--- config.mk ---
export PLATFORM = sky130hd
export DESIGN_NAME = pmod_count_calc
export DESIGN_NICKNAME = d
export VERILOG_FILES = /design/src/rtl/pmod_pkg.sv /design/src/rtl/pmod_split.sv /design/src/rtl/pmod_range.sv /design/src/rtl/pmod_count_calc.sv
export SDC_FILE = /design/constraint.sdc
export NUM_CORES = 1
export LEC_CHECK = 0
export BUFFER_PORTS_ARGS = -buffer_cell sky130_fd_sc_hd__buf_4
export CORE_ASPECT_RATIO = 0.5
export CORE_MARGIN = 5
export CORE_UTILIZATION = 54
export DETAILED_ROUTE_END_ITERATION = 8
export HOLD_SLACK_MARGIN = 0.08
export MAX_ROUTING_LAYER = met4
export PLACE_DENSITY = 0.84
export SLEW_MARGIN = 15
export SYNTH_ARGS = -nofsm -noshare
export SYNTH_HDL_FRONTEND = slang
export SYNTH_SLANG_ARGS = --single-unit
--- constraint.sdc ---
create_clock -name clk -period 8.6 [get_ports clk]
set_clock_uncertainty 0.15 [all_clocks]
set_input_delay 1.29 -clock clk [delete_from_list [all_inputs] [get_ports clk]]
set_output_delay 1.29 -clock clk [all_outputs]
set_load 0.005 [all_outputs]
--- src/rtl/pmod_pkg.sv ---
package pmod_pkg;

    localparam int RATIO_W  = 20;
    localparam int FRAC_W   = 6;
    localparam int MIN64    = 2;
    localparam int MAX64    = 4097;
    localparam int SUM_W    = RATIO_W - FRAC_W + 2;
    localparam int CNT64_W  = $clog2(MAX64 - MIN64 + 1);
    localparam int SMALL_W  = 3;

    typedef logic [RATIO_W-1:0] ratio_t;

    typedef struct packed {
        logic signed [SUM_W-1:0] n64;
        logic [SMALL_W-1:0]      n65;
        logic                    n68;
        logic [SMALL_W-1:0]      n72;
        logic [SMALL_W-1:0]      n73;
        logic                    four;
    } split_t;

    function automatic logic signed [SUM_W-1:0] base_of(ratio_t r);
        return $signed(SUM_W'(r[RATIO_W-1:FRAC_W]));
    endfunction

    function automatic split_t split_three(ratio_t r);
        split_t s;
        logic [FRAC_W-1:0] d;
        d      = r[FRAC_W-1:0];
        s      = '0;
        s.n72  = d[FRAC_W-1:FRAC_W-SMALL_W];
        s.n65  = d[SMALL_W-1:0];
        s.n64  = base_of(r) - $signed(SUM_W'(s.n65)) - $signed(SUM_W'(s.n72));
        return s;
    endfunction

    function automatic split_t split_four(ratio_t r);
        split_t s;
        int     d;
        int     q;
        int     rm;
        d      = int'(r[FRAC_W-1:0]);
        q      = d / 9;
        rm     = d - 9 * q;
        s      = '0;
        s.four = 1'b1;
        s.n73  = SMALL_W'(q);
        if (rm >= 4) begin
            s.n68 = 1'b1;
            s.n65 = SMALL_W'(rm - 4);
        end else begin
            s.n68 = 1'b0;
            s.n65 = SMALL_W'(rm);
        end
        s.n64  = base_of(r) - $signed(SUM_W'(s.n65)) - $signed(SUM_W'(s.n68))
                 - $signed(SUM_W'(s.n73));
        return s;
    endfunction

endpackage

--- src/rtl/pmod_split.sv ---
module pmod_split
    import pmod_pkg::*;
#(
    parameter bit FOUR_EN = 1'b1
) (
    input  logic   clk,
    input  logic   rst,
    input  logic   start,
    input  logic   four_mode,
    input  ratio_t ratio,
    output split_t split_q,
    output logic   pend_q
);

    split_t pick;

    generate
        if (FOUR_EN) begin : g_four
            always_comb pick = four_mode ? split_four(ratio) : split_three(ratio);
        end else begin : g_three
            always_comb pick = split_three(ratio);
        end
    endgenerate

    always_ff @(posedge clk) begin
        if (rst) begin
            split_q <= '0;
            pend_q  <= 1'b0;
        end else begin
            pend_q <= start;
            if (start) split_q <= pick;
        end
    end

endmodule

--- src/rtl/pmod_range.sv ---
module pmod_range
    import pmod_pkg::*;
(
    input  logic               clk,
    input  logic               rst,
    input  logic               start,
    input  logic               pend,
    input  split_t             split_in,
    output logic [CNT64_W-1:0] cnt64,
    output logic [SMALL_W-1:0] cnt65,
    output logic               cnt68,
    output logic [SMALL_W-1:0] cnt72,
    output logic [SMALL_W-1:0] cnt73,
    output logic               dual,
    output logic               valid,
    output logic               done
);

    localparam logic signed [SUM_W-1:0] LO = SUM_W'(MIN64);
    localparam logic signed [SUM_W-1:0] HI = SUM_W'(MAX64);

    logic in_range;
    logic signed [SUM_W-1:0] biased;

    always_comb begin
        in_range = (split_in.n64 >= LO) && (split_in.n64 <= HI);
        biased   = split_in.n64 - LO;
    end

    always_ff @(posedge clk) begin
        if (rst) begin
            cnt64 <= '0;
            cnt65 <= '0;
            cnt68 <= 1'b0;
            cnt72 <= '0;
            cnt73 <= '0;
            dual  <= 1'b0;
            valid <= 1'b0;
            done  <= 1'b0;
        end else if (start) begin
            done <= 1'b0;
        end else if (pend) begin
            done  <= 1'b1;
            valid <= in_range;
            if (in_range) begin
                cnt64 <= CNT64_W'(biased);
                cnt65 <= split_in.n65;
                cnt68 <= split_in.n68;
                cnt72 <= split_in.n72;
                cnt73 <= split_in.n73;
                dual  <= !split_in.four && (split_in.n72 == '0);
            end else begin
                cnt64 <= '0;
                cnt65 <= '0;
                cnt68 <= 1'b0;
                cnt72 <= '0;
                cnt73 <= '0;
                dual  <= 1'b0;
            end
        end
    end

endmodule

--- src/rtl/pmod_count_calc.sv ---
module pmod_count_calc
    import pmod_pkg::*;
#(
    parameter bit FOUR_EN = 1'b1
) (
    input  logic               clk,
    input  logic               rst,
    input  logic               start,
    input  logic               four_mode,
    input  logic [RATIO_W-1:0] ratio,
    output logic [CNT64_W-1:0] cnt64,
    output logic [SMALL_W-1:0] cnt65,
    output logic               cnt68,
    output logic [SMALL_W-1:0] cnt72,
    output logic [SMALL_W-1:0] cnt73,
    output logic               dual,
    output logic               valid,
    output logic               done
);

    split_t split_q;
    logic   pend_q;

    pmod_split #(.FOUR_EN(FOUR_EN)) u_split (
        .clk       (clk),
        .rst       (rst),
        .start     (start),
        .four_mode (four_mode),
        .ratio     (ratio),
        .split_q   (split_q),
        .pend_q    (pend_q)
    );

    pmod_range u_range (
        .clk      (clk),
        .rst      (rst),
        .start    (start),
        .pend     (pend_q),
        .split_in (split_q),
        .cnt64    (cnt64),
        .cnt65    (cnt65),
        .cnt68    (cnt68),
        .cnt72    (cnt72),
        .cnt73    (cnt73),
        .dual     (dual),
        .valid    (valid),
        .done     (done)
    );

endmodule

# Word level (Yosys, flattened, before mapping)
# Index checks and enable logic that the tools add are counted.
# totals
reg_bits	53
input_bits	24
out_inout_bits	25
wordCells	43
# classes
add_sub_neg	8
n_mul	1
div_mod_pow	1
n_lt_le_gt_ge	3
mux	8
bitwise	1
reduce_logical	6
# op_table
cell	count
$div 7x5->32 const B	1
$ge 32x4->1 const B	1
$mul 5x32->32 const A	1
$sub 16x4->16	2
$sub 7x32->32	1
$sub 14x3->15	2
$mux 27	1
$ge 16x3->1 const B	1
$le 16x14->1 const B	1
$sub 16x2->16	1
$mux 12	1
$sub 12x3->12 const B	1
$mux 3	3
$mux 4	1
$logic_not 3->1	1
$sub 3x3->3 const B	1
$logic_and 1x1->1	2
$mux 1	2
$reduce_and 2->1	1
$reduce_or 2->1	1
$logic_not 1->1	1
$not 1->1	1

# Logic depth before layout (Yosys ltp)
# Gate-level depths: netlist of the first run.
# logic_depth
ltp_word	9
mapped_depth	36
mapped_depth_nobuf	35

# Modules after synthesis
# A second synthesis of the first run with hierarchy kept.
# unflattened
cells_unflattened	523
area_unflattened_um2	4314.1
# by_module_without_submodules
mod	instances	cells_per_inst	area_each_um2	seq_area_each_um2
pmod_split	1	431	3308.2	560.5
pmod_range	1	92	1006.0	500.5

# Worst setup path after synthesis of the first run
# No wires, ideal clock.
# synth_timing
path_type	input-to-reg
from	in ratio[3]
to	reg u_split.split_q[22] (netlist name)
setup_time_ns	0.136
t_arrival_ns	8.354
slack_ns	-0.040
cell_stages	33
path_buffers	1
path_cell_list	clkbuf_1 > inv_1 > ha_1 > o21a_1 > o32a_1 > or4_4 > nand4_2 > mux2_1 > o21ai_1 > nor2b_1 > ha_1 > ha_1 > o21bai_1 > ha_1 > nor2b_1 > o31a_1 > o21ai_0 > nand2b_1 > ha_1 > nand4b_1 > a2111o_1 > o2111ai_1 > xor2_1 > ha_1 > xor2_1 > ha_1 > inv_1 > a211oi_1 > o2111ai_1 > o21bai_1 > o41a_1 > mux2i_1 > o311ai_1
# synth_between
elab_chain_cells	9
# synth_lines
item	line	source
from (decl)	pmod_count_calc.sv:10	input logic [RATIO_W-1:0] ratio,
$div 7x5->32	pmod_pkg.sv:43	q = d / 9;
$mul 5x32->32	pmod_pkg.sv:44	rm = d - 9 * q;
$sub 7x32->32	pmod_pkg.sv:44	
$ge 32x4->1 or $sub 3x3->3 (tied branches)	pmod_pkg.sv:48, pmod_pkg.sv:50	
$mux 4	pmod_pkg.sv:48	if (rm >= 4) begin
$sub 14x3->15	pmod_pkg.sv:55	s.n64 = base_of(r) - $signed(SUM_W'(s.n65)) - $signed(SUM_W'(s.n68))
$sub 16x2->16	pmod_pkg.sv:55	
$sub 16x4->16	pmod_pkg.sv:56	- $signed(SUM_W'(s.n73));
$mux 27 (*)	pmod_split.sv:19	always_comb pick = four_mode ? split_four(ratio) : split_three(ratio);
# Mark *: on every way between the ends. The rest lies on a longest branch, timed or not.
# A chain may end at the register's enable or synchronous reset.

# Final worst setup path of the first run
# layout_timing
from	in ratio[2]
to	reg u_split.split_q[22] (netlist name)
# layout_between
elab_chain_cells	9
# layout_lines
item	line
$div 7x5->32	pmod_pkg.sv:43
$mul 5x32->32	pmod_pkg.sv:44
$sub 7x32->32	pmod_pkg.sv:44
$ge 32x4->1 or $sub 3x3->3 (tied branches)	pmod_pkg.sv:48, pmod_pkg.sv:50
$mux 4	pmod_pkg.sv:48
$sub 14x3->15	pmod_pkg.sv:55
$sub 16x2->16	pmod_pkg.sv:55
$sub 16x4->16	pmod_pkg.sv:56
$mux 27 (*)	pmod_split.sv:19
# Marked as above.

==> impl_metrics.ini, run 1 <==
[status]
status = finished, final reports clean

[setup_path]
crit_path_end_kind = flop
cp_num_cells = 31
r2r-start = u_split.pend_q$_SDFF_PP0_
cp_max_fo = 9
reg2reg_depth = 6
slowest_delay_ps = 450
cp_common_cell = ha_1
critPathRequiredTime_ps = 8600
start_kind = primary input
rrSetupSlack_ps = 6050
crit_slowest_cell = or4_4
critPathKind = in -> reg
endpoint = u_split.split_q[22]$_SDFFE_PP0P_
cp-startpoint = ratio[2]
crit_buf_inv = 2
r2r_end = u_range.cnt64[5]$_SDFFE_PP0P_
arrival_ps = 8200
crit_family = compound AO/OA/AOI/OAI gates

[hold_path]
whs_path_depth = 2
min-delay-path-class = reg -> reg

[power_and_ir_drop]
ir_worst_vdd_v = 0.0001012
power_density_mw_per_mm2 = 200.4
totalPowerFinal_mw = 1.032
power_leakage_nw = 2.114

[logic_synthesis]
synthTopCellsByArea = dfxtp_1 24%, ha_1 8.6%, nor2_1 6.6%
ys_ff_latch = 53
ys_seq_area_share_pct = 23.66
synth_cell_types = 83
syn_avg_cell_area_um2 = 7.965
synth_most_common_cell = nor2_1
syn_area_mm2 = 0.004484
synth_nets = 624
synth_ff_type = dfxtp_1
synth_edf_count = 0
yosysTopAreaCellShare_pct = 23.66
ys_async_sr_fraction_pct = 0
synth_common_cells = 79 x nor2_1, 53 x dfxtp_1, 40 x inv_1
yosysTopAreaCell = dfxtp_1
syn_inst = 563
yosys_warnings = 0

[sta]
fin_crit_ps = 8200
tightestPinTransition_ps = 859.5
fmax_ghz = 0.1219
fin_ws_ps = 399.8
grt_setup_unrepaired = no
max_slew_margin_pct = 42.56
finalHoldViolCount = 0
finalCritPeriodShare_pct = 95.35
setup-violations-final = 0
slew_violations = 0

[clock_tree]
clockRootBuffer = clkbuf_16
cts_made_buffers = 5
clock_path_buffers = 2
ctsHtreeMaxLevel = 2
clk_pin_slew_worst_paths_ps = 60
cts_resized = 0
clock_sinks = 53
worstSkewPairLatency_ps = 290
hold_buffers = 0
cts_tree = built
cts_setup_buffers = 0

[floorplanning]
die_w_um = 138.9
coreArea_mm2 = 0.008058
placementRows = 23
initial_utilization_pct = 55.65
die_y_um = 74.44
io_pins = 49
die_area_mm2 = 0.01034

[finish]
area.growth.synth_to_final_pct = 14.84
drive_gt1_share_pct = 17.20
final_cell_area_mm2 = 0.005150
post-route-util_pct = 63.91
multi_input_area_mm2 = 0.003192
fillCellCount = 718
final-seq-area_mm2 = 0.001061
instances_no_fill = 711
nNetsFinal = 659
diodes = 0

[grt]
grt_pass1_wl_mm = 19.26
gr-total-overflow = 0
first_global_vias = 3885
antenna_found_initial = 0
gr-usage-all-layers_pct = 23.41
grt_max_degree = 58

[placement]
hpwl_mm = 9.130
gp_congestion = 1.038
place_inst = 703
io_buffer_count = 48
placed_area_mm2 = 0.004921
pre_cts_ws_ps = -155.1

[detailed_routing]
viasPerCell = 6.000
drtIter0Drc = 434
drt_wl_total_mm = 11.89
route.detailed.drc = 0
dr.pass1.iters = 5
ant_nets = 0
route.vias.total = 4266
wl_per_cell_um = 16.72

[run]
cap_violations = 0
==> worst register-to-register path, stage by stage (launching register included) <==
cell,delay [ps]
dfxtp_1,330
nand2_1,500
or4_1,610
nor2_1,340
buf_4,320
a22oi_1,100
nor2_1,130
==> layout by cell type, fill, tap and decap left out, drive strengths merged, types with 12 or more instances in the layout <==
| cell type | instances |
|---|---|
| a21oi | 23 |
| a22oi | 25 |
| buf | 58 |
| dfxtp | 53 |
| ha | 31 |
| inv | 40 |
| nand2 | 35 |
| nand3 | 12 |
| nor2 | 80 |
| nor2b | 13 |
| o21ai | 21 |
| xnor2 | 27 |
| xor2 | 17 |
==> registers in the layout (all words and copies together), names as in the netlist <==
name	cells
u_range.cnt64	12
u_range.cnt65	3
u_range.cnt68	1
u_range.cnt72	3
u_range.cnt73	3
u_range.done	1
u_range.dual	1
u_range.valid	1
u_split.pend_q	1
u_split.split_q	27
==> power by group <==
| part | switching, mW | leakage [nW] | internal, mW |
|---|---|---|---|
| Sequential | 0.0153 | 0.433 | 0.263 |
| Combinational | 0.307 | 1.60 | 0.221 |
| Clock | 0.0871 | 0.0810 | 0.138 |
| Total | 0.410 | 2.11 | 0.622 |
==> final cells by class <==
class | instances | area share (%)
Clock buffer | 6 | 2.502
Clock inverter | 2 | 0.7532
Inverter | 41 | 2.988
Multi-Input combinational cell | 439 | 61.98
Sequential cell | 53 | 20.60
Tap cell | 112 | 2.721
Timing Repair Buffer | 58 | 8.455
==> how the worst min path moves through the flow <==
stage | start | end | slack (ps)
finish | u_range.cnt64[1]$_SDFFE_PP0P_ | u_range.cnt64[1]$_SDFFE_PP0P_ | 300
global route | u_range.cnt64[1]$_SDFFE_PP0P_ | u_range.cnt64[1]$_SDFFE_PP0P_ | 330
CTS | u_range.cnt64[1]$_SDFFE_PP0P_ | u_range.cnt64[1]$_SDFFE_PP0P_ | 310
detailed placement | u_range.cnt64[1]$_SDFFE_PP0P_ | u_range.cnt64[1]$_SDFFE_PP0P_ | 300
global placement | u_range.cnt64[1]$_SDFFE_PP0P_ | u_range.cnt64[1]$_SDFFE_PP0P_ | 290
floorplan | u_split.split_q[8]$_SDFFE_PP0P_ | u_split.split_q[8]$_SDFFE_PP0P_ | 290
==> metrics by stage <==
step | hold slack [ps] | TNS [ps]
2_1_floorplan | 290.6 | 0
3_3_place_gp | 289.9 | 0
3_5_place_dp | 298.5 | -312.8
4_1_cts | 307.7 | 0
5_1_grt | 326.7 | 0
6_report | 304.1 | 0
==> routing by layer <==
| layer | GRT usage [%] | part of all wire [%] |
|---|---|---|
| met1 | 33.46 | 49 |
| met4 | 4.555 | 0.97 |
| met5 | - | 0 |
| met2 | 35.30 | 42 |
| met3 | 3.725 | 8.1 |
==> cell families (layout without fill, tap and decap cells) <==
group,count (synthesis),after routing,share of synthesized area [%]
compound gates,145,145,24.64
xor+xnor,44,44,8.594
simple gates,202,202,22.71
flops,53,53,23.66
mux,10,10,2.288
fa+ha+maj,38,38,11.58
buf+inv,71,107,6.529
Note: power is estimated with default switching activity, not from simulation.
==> run 2: changes to the inputs <==
--- a/config.mk
+++ b/config.mk
@@ -5,14 +5,16 @@
 export SDC_FILE = /design/constraint.sdc
 export NUM_CORES = 1
 export LEC_CHECK = 0
+export ABC_AREA = 1
 export BUFFER_PORTS_ARGS = -buffer_cell sky130_fd_sc_hd__buf_4
 export CORE_ASPECT_RATIO = 0.5
 export CORE_MARGIN = 5
-export CORE_UTILIZATION = 54
+export CORE_UTILIZATION = 55
 export DETAILED_ROUTE_END_ITERATION = 8
 export HOLD_SLACK_MARGIN = 0.08
 export MAX_ROUTING_LAYER = met4
-export PLACE_DENSITY = 0.84
+export PLACE_DENSITY = 0.85
+export RECOVER_POWER = 100
 export SLEW_MARGIN = 15
 export SYNTH_ARGS = -nofsm -noshare
 export SYNTH_HDL_FRONTEND = slang
==> run 2 against run 1 <==
Against the previous run: the flow now finishes with violations (max-capacitance violations, max-slew violations); die area increased by 6.4%; synthesized area increased by 9.1%; clock power shrank 8%; sequential share of layout area shrank 1.2 points.
==> impl_metrics.ini, run 2 <==
[status]
status = finished with violations
violations = max-capacitance violations, max-slew violations

[setup_path]
crit_path_end_kind = flop
r2r-start = u_split.pend_q$_SDFF_PP0_
critPathRequiredTime_ps = 8690
arrival_ps = 8050
crit_slowest_cell = ha_1
cp_common_cell = nand2_1
crit_buf_inv = 6
reg2reg_depth = 7
start_kind = primary input
cp_max_fo = 7
slowest_delay_ps = 400
rrSetupSlack_ps = 4430
r2r_end = u_range.cnt64[2]$_SDFFE_PP0P_
crit_family = simple AND/OR/NAND/NOR gates
critPathKind = in -> reg

[finish]
diodes = 0
final_cell_mix = 182 x nand2_1, 92 x inv_1, 68 x nor2_1
top_regs = u_split.split_q x27, u_range.cnt64 x12
nNetsFinal = 833
largest_register_ffs = 27
instances_no_fill = 890
largest-register = u_split.split_q
fillCellCount = 781
drive_gt1_share_pct = 17.46
area.growth.synth_to_final_pct = 11.71
final_common_cell = nand2_1

[logic_synthesis]
yosysTopAreaCell = dfxtp_1
synth_most_common_cell = nand2_1
yosysTopAreaCellShare_pct = 21.68
synth_common_cells = 183 x nand2_1, 92 x inv_1, 68 x nor2_1
syn_area_mm2 = 0.004893
ys_seq_area_share_pct = 21.68
yosys_warnings = 0
ys_async_sr_fraction_pct = 0
syn_inst = 734
synth_nets = 795
syn_avg_cell_area_um2 = 6.667
synth_edf_count = 0
synth_ff_type = dfxtp_1
ys_ff_latch = 53
synthTopCellsByArea = dfxtp_1 22%, nand2_1 14%, ha_1 7.9%
synth_cell_types = 45

[detailed_routing]
route.detailed.drc = 0
route.vias.total = 4790
ant_nets = 0
viasPerCell = 5.382
dr.pass1.iters = 6
drtIter0Drc = 365
wl_per_cell_um = 13.49
drt_wl_total_mm = 12.00

[power_and_ir_drop]
ir_worst_vdd_v = 0.0001268
power_density_mw_per_mm2 = 177.8
power_leakage_nw = 2.593
totalPowerFinal_mw = 0.9719

[hold_path]
holdPathEnd = u_range.cnt72[2]$_SDFFE_PP0P_
min-delay-start = u_range.cnt72[2]$_SDFFE_PP0P_
whs_path_depth = 2
min-delay-path-class = reg -> reg

[sta]
slew_violations = 19
whs_ps = 311.9
finalCritPeriodShare_pct = 92.52
finalHoldViolCount = 0
setup-violations-final = 0
max_slew_margin_pct = -64.82
fin_crit_ps = 7957
fmax_ghz = 0.1257
tightestPinTransition_ps = 2450

[floorplanning]
io_pins = 49
die_y_um = 76.70
die_w_um = 143.4
die_area_mm2 = 0.01100
coreArea_mm2 = 0.008678
placementRows = 24
initial_utilization_pct = 56.39

[clock_tree]
clock_path_buffers = 2
cts_resized = 0
hold_buffers = 0
cts_setup_buffers = 0
cts_tree = built
ctsHtreeMaxLevel = 2
cts_made_buffers = 5
clockRootBuffer = clkbuf_16
clk_pin_slew_worst_paths_ps = 70
worstSkewPairLatency_ps = 300
clock_sinks = 53

[placement]
io_buffer_count = 48
place_inst = 882
gp_congestion = 0.9413
hpwl_mm = 9.665

[run]
cap_violations = 1

[grt]
grt_pass1_wl_mm = 20.21
gr-usage-all-layers_pct = 22.47
gr-total-overflow = 0
grt_max_degree = 27
antenna_found_initial = 0
first_global_vias = 4251
[run 2: per-stage QoR]
step	TNS [ps]	utilization [%]	area, um^2	worst slack, ps
finish	0	62.99	5466	643.2
global route	-31.76	62.99	5466	-25.79
CTS	0	63.11	5477	412.2
detailed placement	0	61.33	5323	135.8
global placement	0	61.33	5323	521.9
floorplan	0	-	4893	1099
[run 2: worst max path at each step]
stage	startpoint	endpoint	slack (ps)	cells after the start
finish	ratio[3]	u_split.split_q[23]$_SDFFE_PP0P_	640	48
global placement	ratio[3]	u_split.split_q[20]$_SDFFE_PP0P_	520	47
floorplan	ratio[3]	u_split.split_q[20]$_SDFFE_PP0P_	1100	46
global route	ratio[3]	u_split.split_q[24]$_SDFFE_PP0P_	-30	48
CTS	ratio[3]	u_split.split_q[23]$_SDFFE_PP0P_	410	48
detailed placement	ratio[3]	u_split.split_q[23]$_SDFFE_PP0P_	140	48
[run 2: report_power, final]
part | internal [mW] | total [mW] | switching [mW]
logic | 0.176 | 0.486 | 0.310
clock network | 0.112 | 0.206 | 0.0942
registers | 0.265 | 0.280 | 0.0154
total | 0.552 | 0.972 | 0.420
[run 2: layout make-up]
class                   count  area (um^2)  area share [%]
multi-input cells         562         3373           61.71
clock inverters             3        28.78          0.5264
flip-flops and latches     53         1061           19.41
repair buffers             49        352.8           6.455
inverters                 101        379.1           6.935
clock buffers               5        125.1           2.289
well taps                 117        146.4           2.678
[run 2: layer usage]
metal / part of all wire [%] / global-route usage (%) / wire length, um / vias to the layer above
li1: - / - / - / 2443
met1: 49 / 33.86 / 5857 / 2147
met2: 42 / 32.25 / 4984 / 191
met3: 8.9 / 3.045 / 1073 / 9
met4: 0.72 / 3.853 / 86 / 0
met5: 0 / - / 0 / -
[run 2: worst min-delay path, delay by kind of cell, from the launching register on]
kind | cells | cell delay, ps
AOI/OAI and AO/OA | 1 | 50
DFF | 1 | 310
and+or+nand+nor | 1 | 60
[run 2: logic make-up (layout without fill, tap and decap cells)]
| family | Yosys count | in the layout | share of synthesized area (%) |
|---|---|---|---|
| buffers and inverters | 119 | 158 | 9.486 |
| and+or+nand+nor | 403 | 403 | 40.68 |
| xor gates and xnor gates | 33 | 33 | 7.594 |
| adders and majority gates | 37 | 37 | 10.38 |
| DFF | 53 | 53 | 21.68 |
| AOI/OAI and AO/OA | 89 | 89 | 10.18 |
